### config.mk
export PLATFORM = sky130hd
export DESIGN_NAME = inv_curve_corrector
export DESIGN_NICKNAME = d
export VERILOG_FILES = /design/src/rtl/icc_pkg.sv /design/src/rtl/icc_averager.sv /design/src/rtl/icc_table.sv /design/src/rtl/icc_pipe.sv /design/src/rtl/inv_curve_corrector.sv
export SDC_FILE = /design/constraint.sdc
export NUM_CORES = 2
export LEC_CHECK = 0
export BUFFER_PORTS_ARGS = -buffer_cell sky130_fd_sc_hd__buf_2
export CAP_MARGIN = 20
export CORE_ASPECT_RATIO = 1.4
export CORE_MARGIN = 4
export CORE_UTILIZATION = 47
export DETAILED_ROUTE_END_ITERATION = 7
export SYNTH_ARGS = -nofsm -noshare
export SYNTH_HDL_FRONTEND = slang
export SYNTH_SLANG_ARGS = --single-unit
### constraint.sdc
create_clock -name clk -period 25.2 [get_ports clk]
set_input_delay 1.26 -clock clk [delete_from_list [all_inputs] [get_ports clk]]
set_output_delay 1.26 -clock clk [all_outputs]
set_load 0.01 [all_outputs]
### src/rtl/icc_pkg.sv
package icc_pkg;
  localparam int ICC_IN_W     = 16;
  localparam int ICC_OUT_W    = 8;
  localparam int ICC_NPTS     = 16;
  localparam int ICC_AVG_LOG2 = 9;
  localparam int ICC_FRAC_W   = 4;

  // ideal code distance between neighbouring calibration slots
  function automatic int icc_step(input int out_w, input int npts);
    return ((1 << out_w) - 1) / (npts - 1);
  endfunction
endpackage

### src/rtl/icc_averager.sv
module icc_averager #(
  parameter int IN_W     = 16,
  parameter int NPTS     = 16,
  parameter int AVG_LOG2 = 9,
  localparam int PT_W    = $clog2(NPTS),
  localparam int ACC_W   = IN_W + AVG_LOG2,
  localparam int CNT_W   = AVG_LOG2
) (
  input  logic            clk,
  input  logic            rst_n,
  input  logic            cal_mode,
  input  logic            cal_start,
  input  logic [PT_W-1:0] cal_point,
  input  logic            in_valid,
  input  logic [IN_W-1:0] in_word,
  output logic            busy,
  output logic            done,
  output logic            wr_en,
  output logic [PT_W-1:0] wr_idx,
  output logic [IN_W-1:0] wr_data
);
  localparam logic [CNT_W-1:0] CNT_LAST = {CNT_W{1'b1}};

  logic             busy_q, busy_d;
  logic             done_q, done_d;
  logic [PT_W-1:0]  idx_q, idx_d;
  logic [ACC_W-1:0] acc_q, acc_d;
  logic [CNT_W-1:0] cnt_q, cnt_d;
  logic [ACC_W-1:0] sum_c;

  always_comb begin
    sum_c  = acc_q + ACC_W'(in_word);
    busy_d = busy_q;
    idx_d  = idx_q;
    acc_d  = acc_q;
    cnt_d  = cnt_q;
    done_d = 1'b0;
    wr_en  = 1'b0;
    if (!busy_q) begin
      if (cal_mode && cal_start) begin
        busy_d = 1'b1;
        idx_d  = cal_point;
        acc_d  = '0;
        cnt_d  = '0;
      end
    end else if (in_valid) begin
      acc_d = sum_c;
      cnt_d = cnt_q + CNT_W'(1);
      if (cnt_q == CNT_LAST) begin
        busy_d = 1'b0;
        done_d = 1'b1;
        wr_en  = 1'b1;
      end
    end
  end

  always_ff @(posedge clk or negedge rst_n) begin
    if (!rst_n) begin
      busy_q <= 1'b0;
      done_q <= 1'b0;
      idx_q  <= '0;
      acc_q  <= '0;
      cnt_q  <= '0;
    end else begin
      busy_q <= busy_d;
      done_q <= done_d;
      idx_q  <= idx_d;
      acc_q  <= acc_d;
      cnt_q  <= cnt_d;
    end
  end

  assign busy    = busy_q;
  assign done    = done_q;
  assign wr_idx  = idx_q;
  assign wr_data = sum_c[ACC_W-1 -: IN_W];
endmodule

### src/rtl/icc_table.sv
module icc_table #(
  parameter int IN_W   = 16,
  parameter int NPTS   = 16,
  localparam int PT_W  = $clog2(NPTS)
) (
  input  logic                      clk,
  input  logic                      rst_n,
  input  logic                      wr_en,
  input  logic [PT_W-1:0]           wr_idx,
  input  logic [IN_W-1:0]           wr_data,
  output logic [NPTS-1:0][IN_W-1:0] tbl,
  output logic [NPTS-1:0]           stored,
  output logic                      cal_ok,
  output logic                      cal_err
);
  logic [NPTS-1:0][IN_W-1:0] tbl_q;
  logic [NPTS-1:0]           stored_q;
  logic [NPTS-1:0]           hit_c;
  logic                      rising_c;
  logic                      full_c;
  logic                      ok_q, err_q;

  always_comb begin
    for (int i = 0; i < NPTS; i++) begin
      hit_c[i] = wr_en && (wr_idx == PT_W'(i));
    end
  end

  always_ff @(posedge clk or negedge rst_n) begin
    if (!rst_n) begin
      tbl_q    <= '0;
      stored_q <= '0;
    end else begin
      for (int i = 0; i < NPTS; i++) begin
        if (hit_c[i]) begin
          tbl_q[i]    <= wr_data;
          stored_q[i] <= 1'b1;
        end
      end
    end
  end

  always_comb begin
    rising_c = 1'b1;
    for (int i = 1; i < NPTS; i++) begin
      if (tbl_q[i] <= tbl_q[i-1]) rising_c = 1'b0;
    end
    full_c = &stored_q;
  end

  always_ff @(posedge clk or negedge rst_n) begin
    if (!rst_n) begin
      ok_q  <= 1'b0;
      err_q <= 1'b0;
    end else begin
      ok_q  <= full_c & rising_c;
      err_q <= full_c & ~rising_c;
    end
  end

  assign tbl     = tbl_q;
  assign stored  = stored_q;
  assign cal_ok  = ok_q;
  assign cal_err = err_q;
endmodule

### src/rtl/icc_pipe.sv
module icc_pipe #(
  parameter int IN_W    = 16,
  parameter int OUT_W   = 8,
  parameter int NPTS    = 16,
  parameter int FRAC_W  = 4,
  localparam int SEG_W  = $clog2(NPTS),
  localparam int STEP   = icc_pkg::icc_step(OUT_W, NPTS),
  localparam int MUL    = STEP << FRAC_W,
  localparam int MUL_W  = $clog2(MUL + 1),
  localparam int NUM_W  = IN_W + MUL_W,
  localparam int FULL_W = NUM_W + 2,
  localparam int MAXC   = (1 << OUT_W) - 1
) (
  input  logic                      clk,
  input  logic                      rst_n,
  input  logic                      in_valid,
  input  logic                      run_en,
  input  logic [IN_W-1:0]           in_word,
  input  logic                      corr_en,
  input  logic [NPTS-1:0][IN_W-1:0] tbl,
  output logic                      out_valid,
  output logic [OUT_W-1:0]          out_code
);
  // stage 1: segment search
  logic [SEG_W-1:0] seg_c;
  logic             lo_c, hi_c;
  logic             s1_v, s1_lo, s1_hi, s1_corr;
  logic [IN_W-1:0]  s1_w;
  logic [SEG_W-1:0] s1_seg;

  always_comb begin
    seg_c = '0;
    for (int i = 1; i < NPTS - 1; i++) begin
      seg_c = seg_c + SEG_W'(in_word >= tbl[i]);
    end
    lo_c = (in_word <= tbl[0]);
    hi_c = (in_word >= tbl[NPTS-1]);
  end

  always_ff @(posedge clk or negedge rst_n) begin
    if (!rst_n) begin
      s1_v    <= 1'b0;
      s1_w    <= '0;
      s1_seg  <= '0;
      s1_lo   <= 1'b0;
      s1_hi   <= 1'b0;
      s1_corr <= 1'b0;
    end else begin
      s1_v <= in_valid & run_en;
      if (in_valid & run_en) begin
        s1_w    <= in_word;
        s1_seg  <= seg_c;
        s1_lo   <= lo_c;
        s1_hi   <= hi_c;
        s1_corr <= corr_en;
      end
    end
  end

  // stage 2: segment operands
  logic [SEG_W-1:0] seg_nx_c;
  logic [IN_W-1:0]  diff_c, den_c;
  logic [OUT_W-1:0] base_c;
  logic             s2_v, s2_lo, s2_hi, s2_corr;
  logic [IN_W-1:0]  s2_diff, s2_den;
  logic [OUT_W-1:0] s2_base, s2_raw;

  always_comb begin
    seg_nx_c = s1_seg + SEG_W'(1);
    diff_c   = s1_w - tbl[s1_seg];
    den_c    = tbl[seg_nx_c] - tbl[s1_seg];
    base_c   = OUT_W'(s1_seg) * OUT_W'(STEP);
  end

  always_ff @(posedge clk or negedge rst_n) begin
    if (!rst_n) begin
      s2_v    <= 1'b0;
      s2_diff <= '0;
      s2_den  <= '0;
      s2_base <= '0;
      s2_raw  <= '0;
      s2_lo   <= 1'b0;
      s2_hi   <= 1'b0;
      s2_corr <= 1'b0;
    end else begin
      s2_v <= s1_v;
      if (s1_v) begin
        s2_diff <= diff_c;
        s2_den  <= den_c;
        s2_base <= base_c;
        s2_raw  <= s1_w[IN_W-1 -: OUT_W];
        s2_lo   <= s1_lo;
        s2_hi   <= s1_hi;
        s2_corr <= s1_corr;
      end
    end
  end

  // stage 3: interpolate, round, quantise
  logic [NUM_W-1:0]  num_c, quo_c;
  logic [FULL_W-1:0] full_c, rnd_c;
  logic [OUT_W-1:0]  code_c;

  always_comb begin
    num_c  = NUM_W'(s2_diff) * NUM_W'(MUL);
    quo_c  = (s2_den != '0) ? (num_c / NUM_W'(s2_den)) : '0;
    full_c = (FULL_W'(s2_base) << FRAC_W) + FULL_W'(quo_c)
             + (FULL_W'(1) << (FRAC_W - 1));
    rnd_c  = full_c >> FRAC_W;
    if (!s2_corr)                      code_c = s2_raw;
    else if (s2_lo)                    code_c = '0;
    else if (s2_hi)                    code_c = OUT_W'(MAXC);
    else if (rnd_c > FULL_W'(MAXC))    code_c = OUT_W'(MAXC);
    else                               code_c = rnd_c[OUT_W-1:0];
  end

  always_ff @(posedge clk or negedge rst_n) begin
    if (!rst_n) begin
      out_valid <= 1'b0;
      out_code  <= '0;
    end else begin
      out_valid <= s2_v;
      if (s2_v) out_code <= code_c;
    end
  end
endmodule

### src/rtl/inv_curve_corrector.sv
module inv_curve_corrector #(
  parameter int IN_W     = icc_pkg::ICC_IN_W,
  parameter int OUT_W    = icc_pkg::ICC_OUT_W,
  parameter int NPTS     = icc_pkg::ICC_NPTS,
  parameter int AVG_LOG2 = icc_pkg::ICC_AVG_LOG2,
  parameter int FRAC_W   = icc_pkg::ICC_FRAC_W,
  localparam int PT_W    = $clog2(NPTS)
) (
  input  logic             clk,
  input  logic             rst_n,
  input  logic             in_valid,
  input  logic [IN_W-1:0]  in_word,
  input  logic             cal_mode,
  input  logic             cal_start,
  input  logic [PT_W-1:0]  cal_point,
  output logic             cal_busy,
  output logic             cal_done,
  output logic             calibrated,
  output logic             cal_error,
  output logic             out_valid,
  output logic [OUT_W-1:0] out_code
);
  // reset asserts at once, releases on the clock
  logic rst_meta_q, rst_n_s;
  always_ff @(posedge clk or negedge rst_n) begin
    if (!rst_n) begin
      rst_meta_q <= 1'b0;
      rst_n_s    <= 1'b0;
    end else begin
      rst_meta_q <= 1'b1;
      rst_n_s    <= rst_meta_q;
    end
  end

  logic                      wr_en;
  logic [PT_W-1:0]           wr_idx;
  logic [IN_W-1:0]           wr_data;
  logic [NPTS-1:0][IN_W-1:0] tbl;
  logic [NPTS-1:0]           stored_mask;

  icc_averager #(.IN_W(IN_W), .NPTS(NPTS), .AVG_LOG2(AVG_LOG2)) avg_i (
    .clk(clk), .rst_n(rst_n_s), .cal_mode(cal_mode), .cal_start(cal_start),
    .cal_point(cal_point), .in_valid(in_valid), .in_word(in_word),
    .busy(cal_busy), .done(cal_done), .wr_en(wr_en), .wr_idx(wr_idx),
    .wr_data(wr_data)
  );

  icc_table #(.IN_W(IN_W), .NPTS(NPTS)) tbl_i (
    .clk(clk), .rst_n(rst_n_s), .wr_en(wr_en), .wr_idx(wr_idx),
    .wr_data(wr_data), .tbl(tbl), .stored(stored_mask),
    .cal_ok(calibrated), .cal_err(cal_error)
  );

  icc_pipe #(.IN_W(IN_W), .OUT_W(OUT_W), .NPTS(NPTS), .FRAC_W(FRAC_W)) pipe_i (
    .clk(clk), .rst_n(rst_n_s), .in_valid(in_valid), .run_en(~cal_mode),
    .in_word(in_word), .corr_en(calibrated), .tbl(tbl),
    .out_valid(out_valid), .out_code(out_code)
  );
endmodule

### Word-level counts from Yosys, hierarchy flattened

Cells that the tools add are included.
Widths: inputs -> output; s select.

* add/sub/neg operators: 20
* multiply operators: 2
* divide/modulo/power cells: 1
* $lt $le $gt $ge: 34
* equality and inequality tests: 17
* multiplexer cells: 37
* bitwise operators: 6
* reductions and logical operators: 23

Operators by type and width (number)
* $le 16x16->1: 16
* $ge 16x16->1: 15
* $bmux 16 s4: 2
* $mux 25: 4
* $add 4x1->4: 12
* $eq 4x4->1 const B: 8
* $mux 16: 2
* $mux 8: 4
* $sub 16x16->16: 2
* $add 27x4->27 const B: 1
* $mux 9: 3
* $add 12x25->26: 1
* $add 25x16->25: 1
* $div 25x16->25: 1
* $gt 23x8->1 const B: 1
* $mux 1: 22
* $mul 16x5->21 const B: 1
* $logic_and 1x1->1: 17
* $eq 4x3->1 const B: 4
* $reduce_and 16->1: 1
* $reduce_bool 16->1: 1
* $lt 4x5->1 const B: 2
* $add 9x1->9 const B: 1
* $eq 9x9->1 const B: 1
* other kinds (11): 17

* flip-flop bits (word level): 401
* input bits: 25
* output and inout bits: 13
* word-level logic and storage cells: 197

### Longest topological paths before layout

* depth after elaboration: 18
* depth in mapped cells: 252
* mapped depth without buffers: 230

### Hierarchy

From an unflattened synthesis, not the netlist that was laid out.

* cell total of the unflattened synthesis: 5329
* area, all modules: 46912.5 um2

By module, submodules not included
* icc_pipe: times used 1, cells an instance 3427, area each 28243.3 um2, seq. area each 2026.9 um2
* icc_table: times used 1, cells an instance 1598, area each 15887.7 um2, seq. area each 6856.6 um2
* icc_averager: times used 1, cells an instance 300, area each 2723.9 um2, seq. area each 1001.0 um2
* inv_curve_corrector: times used 1, cells an instance 4, area each 57.6 um2, seq. area each 50.0 um2

### Least setup slack after synthesis

OpenSTA, ideal clock, no wires.

* kind: register to register
* start: register pipe_i.s2_diff[15]
* end: register pipe_i.out_code[1]
* library setup time: 0.151 ns
* data arrival time: 48.789 ns
* required time: 25.049 ns
* slack: -23.740 ns
* cell stages (with the launch flop): 230
* buffers on the path: 26
* clock period less this slack: 48.940 ns
* path through: dfrtp_1 > ha_1 > ha_1 > clkbuf_1 > nand4_1 > o211ai_1 > a211o_1 > o21a_1 > o21a_1 > ha_1 > or2_2 > nand3_1 > a31o_2 > ha_1 > o21a_1 > o21ai_0 > or2_2 > o21ai_1 > [... 194 more ...] > o21a_1 > o21a_1 > o21a_1 > o21a_1 > o21a_1 > o21ai_0 > or4b_1 > a311oi_2 > nor2_1 > ha_1 > nand4_1 > nand2_1 > mux2_2 > nor3_1 > nand3_1 > and4b_1 > buf_6 > a41oi_2

* longest elaborated chain between the ends: 10

Ends and longest elaborated chain
* start, declared: RTL line icc_pipe.sv:65 `logic [IN_W-1:0] s2_diff, s2_den;`
* start signal, assigned: RTL line icc_pipe.sv:88 `s2_diff <= diff_c;`
* $mul 16x5->21 *: RTL line icc_pipe.sv:105 `num_c = NUM_W'(s2_diff) * NUM_W'(MUL);`
* $div 25x16->25 *: RTL line icc_pipe.sv:106 `quo_c = (s2_den != '0) ? (num_c / NUM_W'(s2_den)) : '0;`
* $mux 25 *: RTL line icc_pipe.sv:106
* $add 12x25->26 *: RTL line icc_pipe.sv:107 `full_c = (FULL_W'(s2_base) << FRAC_W) + FULL_W'(quo_c)`
* $add 27x4->27 *: RTL line icc_pipe.sv:108 `+ (FULL_W'(1) << (FRAC_W - 1));`
* $gt 23x8->1: RTL line icc_pipe.sv:113 `else if (rnd_c > FULL_W'(MAXC)) code_c = OUT_W'(MAXC);`
* $mux 8 *: RTL line icc_pipe.sv:113
* $mux 8 *: RTL line icc_pipe.sv:112 `else if (s2_hi) code_c = OUT_W'(MAXC);`
* $mux 8 *: RTL line icc_pipe.sv:111 `else if (s2_lo) code_c = '0;`
* $mux 8 *: RTL line icc_pipe.sv:110 `if (!s2_corr) code_c = s2_raw;`
* end signal, assigned: RTL line icc_pipe.sv:123 `if (s2_v) out_code <= code_c;`
* end, declared: RTL line icc_pipe.sv:22 `output logic [OUT_W-1:0] out_code`

Mark *: on every way between the ends. The rest lies on a longest branch, timed or not.
A chain may end at the register's enable or synchronous reset.

### Worst setup path in the final report

* start: register pipe_i.s2_diff[11]
* end: register pipe_i.out_code[5]

Same word-level chain as after synthesis.

==> results.json <==
{
  "post-route-period-util_pct": 169,
  "hold_class": "reg -> async",
  "syn_area_um2": 45400,
  "synth_common_cells": "ha_1 (816), o21ai_0 (579), nand2_1 (516)",
  "routed_wl_mm": 167,
  "synth_ff_type": "dfrtp_1",
  "synth.area.top_cells": "ha_1 (23%), dfrtp_1 (22%), o21ai_0 (6.4%)",
  "fp.dieH_um": 376,
  "tightest_slew_ns": 1.24,
  "fin_crit_ns": 42.65,
  "synth_edf_count": 0,
  "fp.dieW_um": 271,
  "ant_nets": 0,
  "finalHoldViolations": 0,
  "cts_max_level": 2,
  "crit_path_max_fanout": 8,
  "outcome": "finished, violations left",
  "gp_congestion": 0.931,
  "grt_setup_unrepaired": "yes",
  "cp-end-kind": "flip-flop",
  "syn_to_final_growth_pct": 29.6,
  "drc": 0,
  "fp.coreArea_um2": 95600,
  "clock_sinks": 397,
  "yosysWarnings": 0,
  "yosysSeqAreaShare_pct": 21.9,
  "pre_cts_slack_ns": -18.83,
  "setup_viol": 8,
  "yosysTopAreaCellShare_pct": 22.5,
  "cp_slowest_cell": "or4_4",
  "slew_headroom_pct": 16.8,
  "violations": "negative setup slack",
  "drt_first_iter_violations": 2165,
  "grt_overflow": 0,
  "async_flop_share_pct": 100,
  "grt_max_degree": 69,
  "hold_ws_ns": 0.327,
  "avgSynthCellArea_um2": 8.56,
  "required_ns": 25.63,
  "layout_setup_ws_ns": -17.45,
  "dieArea_um2": 102000,
  "dp_hpwl_mm": 131,
  "synth_seq_cells": 397,
  "netlist_instances": 5299,
  "ys_types": 98,
  "maxCapViolCount": 0,
  "fmax_mhz": 23.4,
  "worst_path_most_repeated_cell": "o21a_1",
  "fin_setup_tns_ns": -139.24,
  "vias": 44300,
  "via_per_inst": 5.88,
  "clockBufferDepth": 3,
  "cts_made_buffers": 40,
  "start_util_pct": 47.5,
  "layout-drive-gt1-share_pct": 28.3,
  "worst-path-buf-inv": 33,
  "num-fill-cells": 8394,
  "portBuffers": 37,
  "io_pins": 38,
  "grt_pass1_wl_mm": 254,
  "syn-num-nets": 6153,
  "root_buffer": "clkbuf_16",
  "clock_latency_ns": 0.61,
  "worst_setup_path_start_kind": "flip-flop",
  "cp_top_family": "compound AO/OA/AOI/OAI gates",
  "grt_usage_pct": 32.0,
  "fin_nets": 7136,
  "rows": 134,
  "worstPathArrival_ns": 43.08,
  "antenna_found_initial": 6,
  "drtPass1Iterations": 6,
  "yosys.area.top_type": "ha_1",
  "cts_tree": "built",
  "cp_slowest_stage_delay_ns": 0.55,
  "drv_slew": 0,
  "hold_buffers": 0,
  "synth.most_common_cell": "ha_1",
  "grt_pass1_vias": 45500,
  "critPathKind": "reg -> reg",
  "wl_per_cell_um": 22.1,
  "clk_pin_slew_ns": 0.07,
  "skew_ns": 0.0260
}
## state kept, by name, summed over array words and instances, names as in the netlist, 9 cells and up
| signal | flops |
|---|---|
| tbl_i.stored | 16 |
| pipe_i.s2_den | 16 |
| tbl_i.tbl | 256 |
| avg_i.cnt_q | 9 |
| pipe_i.s2_diff | 16 |
| avg_i.acc_q | 25 |
| pipe_i.s1_w | 16 |
## kinds of logic after synthesis
group	synth area share, %
multiplexers	9.42
other	0.00827
buffers and inverters	4.42
flip-flops	21.9
adder cells (fa/ha/maj)	23.1
AND/OR/NAND/NOR	17.5
AO/OA/AOI/OAI	19.7
XOR/XNOR	3.96
## area by class of cell
cell class                 count  area [um^2]  share of cell area [%]
antenna                        5         12.5                  0.0213
clock buffer                  55         1130                    1.92
clock inverter                17          228                   0.387
inverter                     342         1290                    2.19
multi-input combinational   4374        36000                    61.2
sequential                   397         9950                    16.9
tap                         1224         1530                    2.61
timing repair buffer        1127         8640                    14.7
## cells in the final DEF (no fill, tap or decap), drive strengths merged, types with 24 or more instances in the layout
master and n:
nor3 120, nor4 26, mux2i 68, xor2 90, or3 39, o211ai 30
inv 344, nand2 516, a221oi 34, nand2b 183, or2 24, dfrtp 397
clkbuf 55, a21oi 338, xnor2 115, ha 816, o31ai 40, nand3 75
a21o 106, buf 1126, o21a 132, mux4 112, nor2 274, mux2 95
nor2b 166, nand4 93, and3 26, o21ai 589
## through the flow
| step | cells | area, um^2 | utilization [%] |
|---|---|---|---|
| detailed placement | 7257 | 54100 | 56.6 |
| CTS | 7473 | 57500 | 60.2 |
| global placement | 7257 | 54100 | 56.6 |
| floorplan | 5299 | 46600 | - |
| global route | 7537 | 58800 | 61.5 |
| finish | 7541 | 58800 | 61.5 |
## timing repair
action | 4_1_cts | 5_1_grt
pin swaps | 144 | 109
buffers inserted | 140 | 58
gates resized for setup | 183 | 137
endpoints found under the setup margin | 8 | 8
cloned | 4 | 0
## routing by layer
layer | up-vias | share of wire, % | global-route usage [%]
met5 | - | 0.0078 | 0
met4 | 2 | 9.5 | 24.4
met3 | 572 | 3.5 | 3.08
met2 | 1159 | 52 | 60.3
met1 | 21300 | 35 | 32.2
li1 | 21300 | - | -
## worst paths after layout
kind                                    start                 end  slack (ns)  cells after the start
min in group clk                   rst_meta_q             rst_n_s        0.35                      0
min                                   rst_n_s     avg_i.wr_idx[3]        0.33                      0
max reg2reg                pipe_i.s2_diff[11]  pipe_i.out_code[5]      -17.45                    225
max                        pipe_i.s2_diff[11]  pipe_i.out_code[5]      -17.45                    225
min reg2reg                           rst_n_s     avg_i.wr_idx[3]        0.33                      0
max in group asynchronous             rst_n_s       tbl_i.tbl[51]       22.76                      2
## worst reg2reg max path: cells and delay by family, from the launching register on
kind / cells / cell delay, ns
flip-flops: 1 / 0.46
multiplexers: 11 / 3.34
AND/OR/NAND/NOR: 56 / 9.47
adder cells (fa/ha/maj): 24 / 5.79
XOR/XNOR: 1 / 0.14
buffers and inverters: 33 / 4.26
AO/OA/AOI/OAI: 100 / 19.10
Power is not shown: default switching activity piles up to over one toggle a cycle in this logic, so the estimate is an artifact.
